===== config.mk =====
export PLATFORM = sky130hd
export DESIGN_NAME = uart_rx_queue
export DESIGN_NICKNAME = d
export VERILOG_FILES = /design/src/rtl/uart_rx_queue_pkg.sv /design/src/rtl/rxq_store.sv /design/src/rtl/rxq_ctrl.sv /design/src/rtl/rxq_status.sv /design/src/rtl/uart_rx_queue.sv
export SDC_FILE = /design/constraint.sdc
export NUM_CORES = 1
export LEC_CHECK = 0
export BUFFER_PORTS_ARGS = -buffer_cell sky130_fd_sc_hd__buf_2
export CORE_ASPECT_RATIO = 0.7
export CORE_MARGIN = 2
export CORE_UTILIZATION = 25
export DETAILED_ROUTE_END_ITERATION = 12
export GPL_TIMING_DRIVEN = 0
export MAX_ROUTING_LAYER = met4
export PLACE_DENSITY_LB_ADDON = 0.15
export SYNTH_ARGS = -nofsm -noshare
export SYNTH_HDL_FRONTEND = slang
export SYNTH_SLANG_ARGS = --single-unit

===== constraint.sdc =====
create_clock -name clk -period 4.5 [get_ports clk]
set_input_delay 1.125 -clock clk [delete_from_list [all_inputs] [get_ports clk]]
set_output_delay 1.125 -clock clk [all_outputs]
set_load 0.1 [all_outputs]

===== src/rtl/uart_rx_queue_pkg.sv =====
package uart_rx_queue_pkg;
    localparam int DATA_W = 8;
    localparam int FLAG_W = 4;
    localparam int BRK_BIT = 2;

    typedef struct packed {
        logic [FLAG_W-1:0] flags;
        logic [DATA_W-1:0] data;
    } rxq_entry_t;
endpackage


===== src/rtl/rxq_store.sv =====
module rxq_store #(
    parameter int DEPTH = 16,
    localparam int PTR_W = $clog2(DEPTH)
) (
    input  logic                         clk,
    input  logic                         rst_n,
    input  logic                         wr_en,
    input  logic [PTR_W-1:0]             wr_ptr,
    input  uart_rx_queue_pkg::rxq_entry_t wr_entry,
    input  logic [PTR_W-1:0]             rd_ptr,
    output uart_rx_queue_pkg::rxq_entry_t rd_entry
);
    import uart_rx_queue_pkg::*;

    rxq_entry_t mem_q [DEPTH];
    rxq_entry_t mem_d [DEPTH];

    always_comb begin
        for (int i = 0; i < DEPTH; i++) begin
            mem_d[i] = mem_q[i];
        end
        if (wr_en) begin
            mem_d[wr_ptr] = wr_entry;
        end
    end

    always_ff @(posedge clk or negedge rst_n) begin
        if (!rst_n) begin
            for (int i = 0; i < DEPTH; i++) begin
                mem_q[i] <= '0;
            end
        end else begin
            for (int i = 0; i < DEPTH; i++) begin
                mem_q[i] <= mem_d[i];
            end
        end
    end

    assign rd_entry = mem_q[rd_ptr];
endmodule


===== src/rtl/rxq_ctrl.sv =====
module rxq_ctrl #(
    parameter int DEPTH = 16,
    parameter int TRIG  = 1,
    localparam int PTR_W = $clog2(DEPTH),
    localparam int CNT_W = $clog2(DEPTH + 1)
) (
    input  logic             clk,
    input  logic             rst_n,
    input  logic             push_any,
    input  logic             pop_i,
    input  logic             fifo_en_i,
    input  logic             flush_i,
    output logic             wr_en,
    output logic [PTR_W-1:0] wr_ptr,
    output logic [PTR_W-1:0] rd_ptr,
    output logic             pop_ok,
    output logic [CNT_W-1:0] level,
    output logic             empty,
    output logic             full,
    output logic             accept,
    output logic             irq
);
    typedef struct packed {
        logic [CNT_W-1:0] count;
        logic [PTR_W-1:0] rpos;
        logic             full;
        logic             empty;
        logic             irq;
        logic             mode;
    } ctrl_st_t;

    localparam ctrl_st_t RST_ST = '{count: '0, rpos: '0, full: 1'b0,
                                    empty: 1'b1, irq: 1'b0, mode: 1'b0};

    ctrl_st_t st_q, st_d;
    logic [CNT_W-1:0] depth_cur;
    logic [PTR_W-1:0] mask;
    logic             do_flush;

    assign depth_cur = st_q.mode ? CNT_W'(DEPTH) : CNT_W'(1);
    assign mask      = st_q.mode ? PTR_W'(DEPTH - 1) : '0;
    assign do_flush  = flush_i || (fifo_en_i != st_q.mode);

    always_comb begin
        logic [CNT_W-1:0] c;
        logic [PTR_W-1:0] p;
        logic [CNT_W-1:0] sum;
        st_d   = st_q;
        wr_en  = 1'b0;
        wr_ptr = '0;
        pop_ok = 1'b0;
        c      = st_q.count;
        p      = st_q.rpos;
        sum    = '0;
        if (do_flush) begin
            st_d.count = '0;
            st_d.rpos  = '0;
            st_d.empty = 1'b1;
            st_d.full  = 1'b0;
            st_d.mode  = fifo_en_i;
        end else begin
            if (pop_i) begin
                pop_ok     = 1'b1;
                st_d.full  = 1'b0;
                if (c != '0) begin
                    c = c - CNT_W'(1);
                    p = (p + PTR_W'(1)) & mask;
                end
                if (c == '0) begin
                    st_d.empty = 1'b1;
                end
                if ((c + CNT_W'(1)) == CNT_W'(TRIG)) begin
                    st_d.irq = 1'b0;
                end
            end
            if (push_any && (c < depth_cur)) begin
                sum        = CNT_W'(p) + c;
                wr_en      = 1'b1;
                wr_ptr     = sum[PTR_W-1:0] & mask;
                c          = c + CNT_W'(1);
                st_d.empty = 1'b0;
                if (c == depth_cur) begin
                    st_d.full = 1'b1;
                end
                if (c == CNT_W'(TRIG)) begin
                    st_d.irq = 1'b1;
                end
            end
            st_d.count = c;
            st_d.rpos  = p;
        end
    end

    always_ff @(posedge clk or negedge rst_n) begin
        if (!rst_n) begin
            st_q <= RST_ST;
        end else begin
            st_q <= st_d;
        end
    end

    assign rd_ptr = st_q.rpos;
    assign level  = st_q.count;
    assign empty  = st_q.empty;
    assign full   = st_q.full;
    assign irq    = st_q.irq;
    assign accept = st_q.count < depth_cur;

    // the count never exceeds the active depth
    a_r3_no_overflow: assert property (@(posedge clk) disable iff (!rst_n)
        st_q.count <= depth_cur);
    // registered full flag agrees with the count
    a_r2_full_flag: assert property (@(posedge clk) disable iff (!rst_n)
        st_q.full == (st_q.count == depth_cur));
    // registered empty flag agrees with the count
    a_r7_empty_flag: assert property (@(posedge clk) disable iff (!rst_n)
        st_q.empty == (st_q.count == '0));
    // single-slot mode never holds more than one entry
    a_r4_single_slot: assert property (@(posedge clk) disable iff (!rst_n)
        !st_q.mode |-> st_q.count <= CNT_W'(1));
    // a flush leaves the queue empty
    a_r10_flush: assert property (@(posedge clk) disable iff (!rst_n)
        flush_i |=> (st_q.count == '0) && st_q.empty && !st_q.full);
    // a lone read at the trigger level drops the request
    a_r6_irq_clear: assert property (@(posedge clk) disable iff (!rst_n)
        (pop_i && !do_flush && !push_any && st_q.count == CNT_W'(TRIG)) |=> !st_q.irq);
    // the request only rises at the trigger level
    a_r5_irq_rise: assert property (@(posedge clk) disable iff (!rst_n)
        $rose(st_q.irq) |-> st_q.count == CNT_W'(TRIG));
endmodule


===== src/rtl/rxq_status.sv =====
module rxq_status (
    input  logic                                   clk,
    input  logic                                   rst_n,
    input  logic                                   pop_ok,
    input  logic                                   clr_i,
    input  logic [uart_rx_queue_pkg::FLAG_W-1:0]   flags_i,
    output logic [uart_rx_queue_pkg::FLAG_W-1:0]   status_o
);
    import uart_rx_queue_pkg::*;

    logic [FLAG_W-1:0] stat_q, stat_d;

    always_comb begin
        stat_d = stat_q;
        if (clr_i) begin
            stat_d = '0;
        end
        if (pop_ok) begin
            stat_d = flags_i;
        end
    end

    always_ff @(posedge clk or negedge rst_n) begin
        if (!rst_n) begin
            stat_q <= '0;
        end else begin
            stat_q <= stat_d;
        end
    end

    assign status_o = stat_q;

    // a clear without a read zeroes the word
    a_r8_clear_zero: assert property (@(posedge clk) disable iff (!rst_n)
        (clr_i && !pop_ok) |=> status_o == '0);
    // a read loads the flags of the removed entry
    a_r8_load: assert property (@(posedge clk) disable iff (!rst_n)
        pop_ok |=> status_o == $past(flags_i));
endmodule


===== src/rtl/uart_rx_queue.sv =====
module uart_rx_queue #(
    parameter int DEPTH = 16,
    parameter int TRIG  = 1,
    localparam int PTR_W = $clog2(DEPTH),
    localparam int CNT_W = $clog2(DEPTH + 1),
    localparam int ENT_W = uart_rx_queue_pkg::DATA_W + uart_rx_queue_pkg::FLAG_W
) (
    input  logic                                 clk,
    input  logic                                 rst_n,
    input  logic                                 push_i,
    input  logic [uart_rx_queue_pkg::DATA_W-1:0] push_data_i,
    input  logic [uart_rx_queue_pkg::FLAG_W-1:0] push_flags_i,
    input  logic                                 brk_i,
    input  logic                                 pop_i,
    input  logic                                 fifo_en_i,
    input  logic                                 flush_i,
    input  logic                                 stat_clr_i,
    output logic [ENT_W-1:0]                     rd_entry_o,
    output logic [uart_rx_queue_pkg::FLAG_W-1:0] status_o,
    output logic [CNT_W-1:0]                     level_o,
    output logic                                 empty_o,
    output logic                                 full_o,
    output logic                                 accept_o,
    output logic                                 irq_o
);
    import uart_rx_queue_pkg::*;

    logic             push_any;
    logic             wr_en;
    logic             pop_ok;
    logic [PTR_W-1:0] wr_ptr;
    logic [PTR_W-1:0] rd_ptr;
    rxq_entry_t       wr_entry;
    rxq_entry_t       rd_entry;

    assign push_any = push_i || brk_i;

    always_comb begin
        wr_entry.flags = push_flags_i;
        wr_entry.data  = push_data_i;
        if (brk_i) begin
            wr_entry.flags[BRK_BIT] = 1'b1;
            wr_entry.data           = '0;
        end
    end

    rxq_ctrl #(.DEPTH(DEPTH), .TRIG(TRIG)) u_ctrl (
        .clk       (clk),
        .rst_n     (rst_n),
        .push_any  (push_any),
        .pop_i     (pop_i),
        .fifo_en_i (fifo_en_i),
        .flush_i   (flush_i),
        .wr_en     (wr_en),
        .wr_ptr    (wr_ptr),
        .rd_ptr    (rd_ptr),
        .pop_ok    (pop_ok),
        .level     (level_o),
        .empty     (empty_o),
        .full      (full_o),
        .accept    (accept_o),
        .irq       (irq_o)
    );

    rxq_store #(.DEPTH(DEPTH)) u_store (
        .clk      (clk),
        .rst_n    (rst_n),
        .wr_en    (wr_en),
        .wr_ptr   (wr_ptr),
        .wr_entry (wr_entry),
        .rd_ptr   (rd_ptr),
        .rd_entry (rd_entry)
    );

    rxq_status u_status (
        .clk      (clk),
        .rst_n    (rst_n),
        .pop_ok   (pop_ok),
        .clr_i    (stat_clr_i),
        .flags_i  (rd_entry.flags),
        .status_o (status_o)
    );

    assign rd_entry_o = rd_entry;

    // a break push never stores a non-zero byte
    a_r9_break_entry: assert property (@(posedge clk) disable iff (!rst_n)
        brk_i |-> (wr_entry.data == '0) && wr_entry.flags[BRK_BIT]);
endmodule


### After elaboration in Yosys (flattened, before gate mapping)

Index checks and enable logic that the tools add are counted.

| storage, ports and cells | value |
|---|---|
| word-level logic and storage cells | 101 |
| register bits after elaboration | 209 |
| output and inout bits | 25 |
| memories kept | 0 |
| RAM bits | 0 |
| latch bits | 0 |
| ROM bits | 0 |

| operators by class | value |
|---|---|
| $lt $le $gt $ge | 5 |
| eq/ne operators | 4 |
| bitwise gates (word level) | 4 |
| muxes and demuxes | 34 |
| divide/modulo/power cells | 0 |
| add/subtract/negate cells | 5 |
| shift operators | 0 |
| multipliers | 0 |
| reductions and logical operators | 10 |

Operators with widths:

| cell | count |
|---|---|
| 192-bit bitwise mux | 1 |
| 12-bit binary-select mux with 4-bit select | 1 |
| 12-bit demux with 4-bit select | 1 |
| 12-bit 2-to-1 mux | 3 |
| 5-bit 2-to-1 mux | 7 |
| 4-bit 2-to-1 mux | 8 |
| 11-bit 2-to-1 mux | 1 |
| 5-bit by 1-bit adder with 5-bit output (second input constant) | 2 |
| 5-bit by 1-bit equality test with 1-bit output (second input constant) | 2 |
| 5-bit >= comparator (second input constant) | 2 |
| 5-bit less-than comparator | 2 |
| 4-bit NOT with 5-bit output | 2 |
| 1-bit 2-to-1 mux | 9 |
| 4-bit bitwise AND | 2 |
| 8-bit 2-to-1 mux | 1 |
| 3-bit 2-to-1 mux | 2 |
| 3-bit nonzero test | 2 |
| 5-bit equality test | 1 |
| 5-bit logical NOT | 1 |
| 5-bit by 1-bit less-than comparator with 1-bit output (second input constant) | 1 |
| 5-bit nonzero test | 1 |
| 5-bit by 1-bit subtractor with 5-bit output (second input constant) | 1 |
| 4-bit by 1-bit adder with 4-bit output (second input constant) | 1 |
| 4-bit adder | 1 |
| other kinds (5) | 7 |

### Longest topological paths before layout

Gate-level depths: netlist of run 1.

| logic depth | value |
|---|---|
| depth in word-level cells | 16 |
| mapped depth | 18 |
| depth with buffers taken out | 14 |

### Cells and area by module

A second synthesis of run 1 with hierarchy kept.

| second synthesis, totals | value |
|---|---|
| cells, all modules | 720 |
| area total of the unflattened synthesis | 10179.8 um^2 |

By module, submodules not included:

| module | instances | area each (um^2) | cells each |
|---|---|---|---|
| rxq_store | 1 | 8677.1 | 543 |
| rxq_ctrl | 1 | 1298.7 | 158 |
| rxq_status | 1 | 141.4 | 9 |
| uart_rx_queue | 1 | 62.6 | 10 |

### Worst setup path after synthesis of run 1

No wires, ideal clock.

| path | value |
|---|---|
| path kind | flip-flop to flip-flop |
| start | register u_ctrl.st_q, in the netlist u_ctrl.level[0] |
| end | register u_store.mem_q[132] in the netlist's numbering |
| data required time | 4.375 ns |
| setup slack | 0.035 ns |
| period minus slack after synthesis | 4.465 ns |
| stages on the path, launching flop included | 18 |
| path buffers | 3 |
| arrival time | 4.340 ns |
| cell sequence | dfrtp_1 buf_2 inv_1 ha_1 buf_2 nor4b_4 nor2_1 xnor2_1 inv_1 ha_1 a21oi_1 nor4_1 o21bai_1 a221oi_4 xor2_4 nor4_2 buf_4 mux2_2 |

| on the way | value |
|---|---|
| word-level cells in the longest chain between the ends | 16 |
| elaborated cells on any way between the ends | 25 |

RTL lines:

| element | RTL line | text |
|---|---|---|
| from (decl) | rxq_ctrl.sv:35 | `ctrl_st_t st_q, st_d;` |
| from (signal assigned) | rxq_ctrl.sv:98 | `st_q <= st_d;` |
| 5-bit by 1-bit subtractor with 5-bit output or 5-bit nonzero test (tied branches) | rxq_ctrl.sv:66, rxq_ctrl.sv:65 |  |
| 5-bit 2-to-1 mux | rxq_ctrl.sv:65 | `if (c != '0) begin` |
| 5-bit 2-to-1 mux | rxq_ctrl.sv:62 | `if (pop_i) begin` |
| 5-bit 2-to-1 mux | rxq_ctrl.sv:55 | `if (do_flush) begin` |
| 5-bit 2-to-1 mux | rxq_ctrl.sv:62 |  |
| 5-bit 2-to-1 mux | rxq_ctrl.sv:55 |  |
| 4-bit adder or 5-bit less-than comparator (tied branches) | rxq_ctrl.sv:77, rxq_ctrl.sv:76 |  |
| 4-bit bitwise AND or 1-bit logical AND (tied branches) | rxq_ctrl.sv:79, rxq_ctrl.sv:76 |  |
| 4-bit 2-to-1 mux | rxq_ctrl.sv:76 | `if (push_any && (c < depth_cur)) begin` |
| 4-bit 2-to-1 mux | rxq_ctrl.sv:55 |  |
| 4-bit NOT with 5-bit output (implied by the code) | rxq_store.sv:23 | `mem_d[wr_ptr] = wr_entry;` |
| 5-bit >= comparator (implied by the code) or 5-bit by 1-bit less-than comparator with 1-bit output (tied branches) | rxq_store.sv:23 |  |
| 1-bit logical AND (implied by the code) | rxq_store.sv:23 |  |
| 12-bit 2-to-1 mux (implied by the code) | rxq_store.sv:23 |  |
| 12-bit demux with 4-bit select | rxq_store.sv:23 |  |
| 192-bit bitwise mux | rxq_store.sv:23 |  |
| to (signal, indexed assignment) | rxq_store.sv:34 | `mem_q[i] <= mem_d[i];` |
| to (decl) | rxq_store.sv:15 | `rxq_entry_t mem_q [DEPTH];` |

Parallel ways exist; a longest one is shown, timed or not. The select of a mux whose other input is x is not followed.
A chain may end at the register's enable or synchronous reset.

### Final worst setup path of run 1

| path | value |
|---|---|
| start | register u_ctrl.st_q, in the netlist u_ctrl.rd_ptr[0] |
| end | output rd_entry_o[11] |

| on the way | value |
|---|---|
| word-level cells in the longest chain between the ends | 4 |

RTL lines:

| element | RTL line | text |
|---|---|---|
| 4-bit NOT with 5-bit output (implied by the code) | rxq_store.sv:39 | `assign rd_entry = mem_q[rd_ptr];` |
| 12-bit binary-select mux with 4-bit select | rxq_store.sv:39 |  |
| 12-bit 2-to-1 mux (implied by the code) (2 in a row) | rxq_store.sv:39 |  |
| to (decl) | uart_rx_queue.sv:18 | `output logic [ENT_W-1:0] rd_entry_o,` |

No other way between the ends. The select of a mux whose other input is x is not followed.

==> flow_metrics.tcl, run 1 <==
set metrics [dict create \
    fin_area_um2 13100 \
    dr.pass1.iters 5 \
    core_um2 43400 \
    root_buffer "clkbuf_16" \
    gr-usage-all-layers_pct 15.4 \
    drc 0 \
    final.setup.tns_ns 0 \
    hpwl_um 22200 \
    drtIter0Drc 526 \
    start_util_pct 25.2 \
    fin_hold_ws_ns 0.485 \
    io_pins 45 \
    final_cell_count_no_fill 1492 \
    maxCapViolations 0 \
    hold_end "u_store.mem_q[38]$_DFFE_PN0P_" \
    vias 7034 \
    maxSlewViolCount 0 \
    ys.flop_type "dfrtp_1" \
    fin_crit_sh_pct 96.7 \
    hold_buffers 0 \
    insertion_delay_ns 0.55 \
    cts_tree "yes" \
    antenna_found_initial 0 \
    rows 64 \
    end_kind "output pin" \
    h-tree-depth 1 \
    gp_congestion 0.783 \
    min_path_cells 1 \
    die_y_um 179 \
    ant_nets 0 \
    grt_pass1_vias 7221 \
    final_core_util_pct 30.2 \
    diodes 0 \
    area_growth_pct 20.2 \
    startpoint_type "register" \
    fin_skew_ns 0.0255 \
    place_area_um2 11900 \
    vias_per_cell 4.71 \
    maxSlewHeadroom_pct 32.3 \
    setup_viol 0 \
    synth_fp_nets 827 \
    p_per_area_nw_per_um2 458 \
    wl_per_cell_um 22.2 \
    seq_area_frac_synth_pct 47.9 \
    r2r_slack_ns 0.27 \
    die_area_um2 45400 \
    die_w_um 254 \
    fillCellCount 4445 \
    ir_drop_v 0.000231 \
    synth-edff-count 0 \
    rsz0062_at_grt "true" \
    cts_buffers 26 \
    routed_wl_um 33100 \
    grt_max_degree 99 \
    grt_pass1_wl_um 49500 \
    synth_cells 798 \
    synth_cell_types 70 \
    crit_type "reg -> out" \
    overflow 0 \
    ys_warn_count 0 \
    clock.fmax_ghz 0.230 \
    synthesis.area_um2 10900 \
    reg2reg_depth 18 \
    hold_path_class "reg -> reg" \
    finalHoldViolations 0 \
    clk_path_buf_depth 3 \
    cts.sinks 209 \
    portBuffers 42 \
    hp-start "u_store.mem_q[38]$_DFFE_PN0P_" \
    path_max_fanout 10 \
    yosys_register_bits 209 \
    num-nets-final 908 \
    worstPathRequired_ns 3.38 \
    crit_arrival_ns 3.23 \
    status "complete, no violations" \
    period_minus_slack_ns 4.35 \
    leakagePower_nw 6.07 \
    timing.rr.end "u_store.mem_q[78]$_DFFE_PN0P_" \
    synthArstFlopShare_pct 100 \
    layout-drive-gt1-share_pct 41.4 \
    path_clk_slew_ns 0.07 \
    syn_area_per_cell_um2 13.7 \
    worst_slew_pin_slew_ns 1.02 \
    rr_startpoint "u_ctrl.level[0]$_DFF_PN0_" \
    placed_cells 1436 \
]
cell families (layout without fill, tap and decap cells):
logic type	Yosys count	in the layout	share of synthesized area [%]
xor gates and xnor gates	15	15	1.51
AOI/OAI and AO/OA	56	56	4.31
muxes	243	243	32.6
buffers and inverters	79	179	3.51
adders and majority gates	9	9	1.03
DFF	209	209	47.9
and+or+nand+nor	187	187	9.16
cell usage after synthesis, types with 2 or more instances:
library cell	n	area, um2
nor4_1	3	18.8
o211ai_1	5	37.5
dfrtp_1	208	5200
buf_1	10	37.5
mux4_2	60	1350
nand2b_1	3	18.8
nor3b_1	5	37.5
or4b_4	2	27.5
buf_4	3	22.5
nand3b_1	4	30.0
mux2_4	40	601
nor2b_1	12	75.1
nand3_1	54	270
nor2_1	27	101
buf_2	12	60.1
and2_1	4	25.0
mux2i_1	2	20.0
nor3_1	7	35.0
o21ai_0	6	30.0
o31ai_1	2	15.0
o211a_1	10	100
o21bai_1	2	15.0
xnor2_1	8	70.1
a21oi_1	7	35.0
nand2_2	5	31.3
xor2_1	4	35.0
a31oi_1	2	12.5
nand2_1	43	161
ha_1	9	113
mux2_1	40	450
a211oi_1	4	30.0
mux2_2	101	1140
inv_1	8	30.0
clkbuf_1	37	139
or2_2	3	18.8
buf_6	8	90.1
a2bb2oi_1	2	17.5
nand4_1	2	12.5
and3_1	3	18.8
area by class of cell:
type / instances / area (um2) / area share [%]
sequential: 209 / 5230 / 39.9
buffer: 68 / 425 / 3.24
clock buffer: 39 / 801 / 6.10
timing repair buffer: 55 / 370 / 2.82
clock inverter: 8 / 100 / 0.762
multi-input combinational: 510 / 5420 / 41.3
tap: 594 / 743 / 5.66
inverter: 9 / 37.5 / 0.286
power breakdown:
part	switching, mW	internal [mW]	leakage (nW)
Sequential	0.141	2.09	2.87
Clock	0.858	1.34	0.449
Combinational	1.04	0.539	2.75
Total	2.04	3.97	6.07
registers in the layout, summed over array words and instances, names as in the netlist:
| signal | flops |
|---|---|
| u_ctrl.empty | 1 |
| u_ctrl.full | 1 |
| u_ctrl.irq | 1 |
| u_ctrl.level | 5 |
| u_ctrl.rd_ptr | 4 |
| u_ctrl.st_q | 1 |
| u_status.status_o | 4 |
| u_store.mem_q | 192 |
layout by cell type (no fill, tap or decap), types with 3 or more instances in the layout:
master	count
buf_2	49
nor3b_1	5
nand3b_1	4
xor2_1	4
clkinv_2	4
ha_1	9
nor3_1	7
o211ai_1	5
clkbuf_1	32
clkbuf_8	8
xnor2_1	6
a21oi_1	7
o211a_1	10
mux4_2	60
nor2_1	26
inv_1	8
clkbuf_16	27
clkbuf_2	5
and2_1	4
mux2_1	40
nand2b_1	3
mux2_2	101
nor2b_1	12
buf_4	17
nand3_1	51
buf_6	15
mux2_4	40
and3_1	3
or2_2	3
nand2_2	5
dfrtp_1	207
nand2_1	43
nor4_4	3
a211oi_1	3
o21ai_0	6
worst max path at each step:
stage	start	to	depth (start not counted)
3_5_place_dp	u_ctrl.rd_ptr[0]$_DFF_PN0_	u_store.mem_q[9]$_DFFE_PN0P_	13
6_report	u_ctrl.rd_ptr[0]$_DFF_PN0_	rd_entry_o[11]	5
3_3_place_gp	rst_n	u_store.mem_q[11]$_DFFE_PN0P_	1
5_1_grt	u_ctrl.level[0]$_DFF_PN0_	u_store.mem_q[87]$_DFFE_PN0P_	16
2_1_floorplan	u_ctrl.level[0]$_DFF_PN0_	u_store.mem_q[132]$_DFFE_PN0P_	17
4_1_cts	u_ctrl.rd_ptr[0]$_DFF_PN0_	rd_entry_o[7]	6
critical path, cell delays in order, from the launching register on:
cell and delay (ns):
dfrtp_1 0.35, clkbuf_2 0.31, buf_2 0.48, mux4_2 0.63, mux4_2 0.58, buf_2 0.33
through the flow:
| step | total power [mW] | setup slack [ns] |
|---|---|---|
| final | 6.01 | 0.147 |
| after detailed placement | 3.81 | -1.39 |
| after global placement | 3.80 | -1.83 |
| after floorplan | 3.44 | 0.0351 |
| after global routing | 6.28 | -0.0220 |
| after CTS | 6.06 | 0.00589 |
routing by layer:
metal | share of wire, % | routed length, um | GRT usage, %
met5 | 0 | 0 | -
met2 | 43 | 14300 | 22.0
met3 | 3.6 | 1210 | 2.05
met1 | 52 | 17000 | 23.3
met4 | 1.7 | 558 | 2.92
what timing repair did:
item / 4_1_cts / 5_1_grt
resized for setup: 61 / 16
pin swaps: 3 / 2
buffers inserted: 5 / 5
gates cloned: 1 / 0
endpoints found under the setup margin: 204 / 174
Power figures use the tool's default switching activity.
==> run 2: changes to the inputs <==
--- a/config.mk
+++ b/config.mk
@@ -5,9 +5,8 @@
 export SDC_FILE = /design/constraint.sdc
 export NUM_CORES = 1
 export LEC_CHECK = 0
-export BUFFER_PORTS_ARGS = -buffer_cell sky130_fd_sc_hd__buf_2
+export BUFFER_PORTS_ARGS = -buffer_cell sky130_fd_sc_hd__buf_4
 export CORE_ASPECT_RATIO = 0.7
-export CORE_MARGIN = 2
 export CORE_UTILIZATION = 25
 export DETAILED_ROUTE_END_ITERATION = 12
 export GPL_TIMING_DRIVEN = 0
==> run 2 against run 1 <==
Against the previous run:
- count of clock-buffer cells in the layout down 5
- power down 1.4%
- cell count down 1.1%
- largest power group unchanged
- maximum frequency down 0.82%
- largest cell class unchanged
- routed wire length up 1.2%
- critical path depth up 1
- via count down 0.30%
- utilization up 0.27 points
==> flow_metrics.tcl, run 2 (synthesis gave the netlist of run 1 again) <==
set metrics [dict create \
    status "complete, no violations" \
    final.setup.tns_ns 0 \
    end_kind "output pin" \
    ant_nets 0 \
    insertion_delay_ns 0.55 \
    mostFrequentLayoutCell "dfrtp_1" \
    die_y_um 177 \
    final_cell_mix "dfrtp_1, mux2_2, mux4_2" \
    overflow 0 \
    worst_slew_pin_slew_ns 1.03 \
    routed_wl_um 33500 \
    maxCapViolations 0 \
    path_max_fanout 10 \
    vias_per_cell 4.75 \
    grt_pass1_wl_um 51300 \
    portBuffers 42 \
    worst_slack_ns 0.111 \
    rows 63 \
    dr.pass1.iters 4 \
    p_total_mw 5.93 \
    hold_path_class "reg -> reg" \
    cts_tree "yes" \
    p_per_area_nw_per_um2 455 \
    path_clk_slew_ns 0.06 \
    vias 7013 \
    crit_arrival_ns 3.26 \
    start_util_pct 25.6 \
    diodes 0 \
    setup_viol 0 \
    fillCellCount 4366 \
    drc 0 \
    antenna_found_initial 0 \
    core_um2 42700 \
    rsz0062_at_grt "false" \
    ir_drop_v 0.000207 \
    min_path_cells 1 \
    largest-register "u_store.mem_q" \
    gr-usage-all-layers_pct 16.1 \
    root_buffer "clkbuf_16" \
    largest_register_ffs 192 \
    gp_congestion 0.788 \
    fin_crit_sh_pct 97.5 \
    leakagePower_nw 6.01 \
    startpoint_type "register" \
    crit_type "reg -> out" \
    grt_max_degree 108 \
    h-tree-depth 1 \
    regArea_um2 5230 \
    pre_cts_ws_ns -1.44 \
    clock.fmax_ghz 0.228 \
    drtIter0Drc 506 \
    io_pins 45 \
    worstPathRequired_ns 3.38 \
    cts.sinks 209 \
    die_w_um 252 \
    wl_per_cell_um 22.7 \
    area_growth_pct 19.4 \
    hpwl_um 22300 \
    maxSlewViolCount 0 \
    period_minus_slack_ns 4.39 \
    maxSlewHeadroom_pct 31.1 \
    reg2reg_depth 16 \
    fin_area_um2 13000 \
    multi_input_area_um2 5390 \
    finalHoldViolations 0 \
    die_area_um2 44500 \
    place_area_um2 12000 \
    num-nets-final 903 \
    fin_skew_ns 0.0271 \
    clk_path_buf_depth 3 \
    layout-drive-gt1-share_pct 40.3 \
    grt_pass1_vias 7515 \
    cts_buffers 25 \
]
## run 2: repair_timing
item	4_1_cts	5_1_grt
endpoints found under the setup margin	204	165
pin swaps	2	1
setup buffers	3	4
hold buffers	0	0
gates resized for setup	54	12
## run 2: final timing paths
kind / startpoint / to / slack, ns
worst min-delay path: u_store.mem_q[47]$_DFFE_PN0P_ / u_store.mem_q[47]$_DFFE_PN0P_ / 0.48
worst max-delay path: u_ctrl.rd_ptr[1]$_DFF_PN0_ / rd_entry_o[7] / 0.11
worst min register to register: u_store.mem_q[47]$_DFFE_PN0P_ / u_store.mem_q[47]$_DFFE_PN0P_ / 0.48
min in group asynchronous: rst_n / u_store.mem_q[126]$_DFFE_PN0P_ / 0.63
worst max register to register: u_ctrl.level[0]$_DFF_PN0_ / u_store.mem_q[26]$_DFFE_PN0P_ / 0.18
max in group asynchronous: rst_n / u_store.mem_q[59]$_DFFE_PN0P_ / 2.76
## run 2: layout make-up
class                   count  area share, %
clock buffers              34           5.29
inverters                   9          0.269
flip-flops and latches    209           40.1
well taps                 585           5.61
multi-input cells         510           41.3
clock inverters            10           1.02
plain buffers              69           3.26
repair buffers             50           3.09
## run 2: per-stage QoR
step | std cells | util [%] | hold WS (ns)
finish | 1476 | 30.5 | 0.481
global route | 1476 | 30.5 | 0.508
CTS | 1473 | 30.4 | 0.487
detailed placement | 1426 | 28.1 | 0.471
global placement | 1425 | 28.0 | 0.462
floorplan | 798 | - | 0.453
## run 2: worst max-delay path, stage by stage (launching register included)
cell,delay [ns]
dfrtp_1,0.34
clkbuf_1,0.35
clkbuf_4,0.39
buf_2,0.43
mux4_2,0.42
mux4_2,0.53
buf_4,0.26
## run 2: per-layer routing
layer	wire (um)	part of all wire [%]	vias to the layer above	GRT usage, %
met5	0	0	-	-
met4	530	1.6	0	2.95
met3	1880	5.6	42	2.60
met2	14400	43	137	23.0
met1	16600	50	3720	24.0
li1	-	-	3114	-
## run 2: report_power, final
group / internal [mW] / total, mW / switching [mW]
registers: 2.09 / 2.23 / 0.146
clock network: 1.24 / 2.08 / 0.836
logic: 0.577 / 1.62 / 1.04
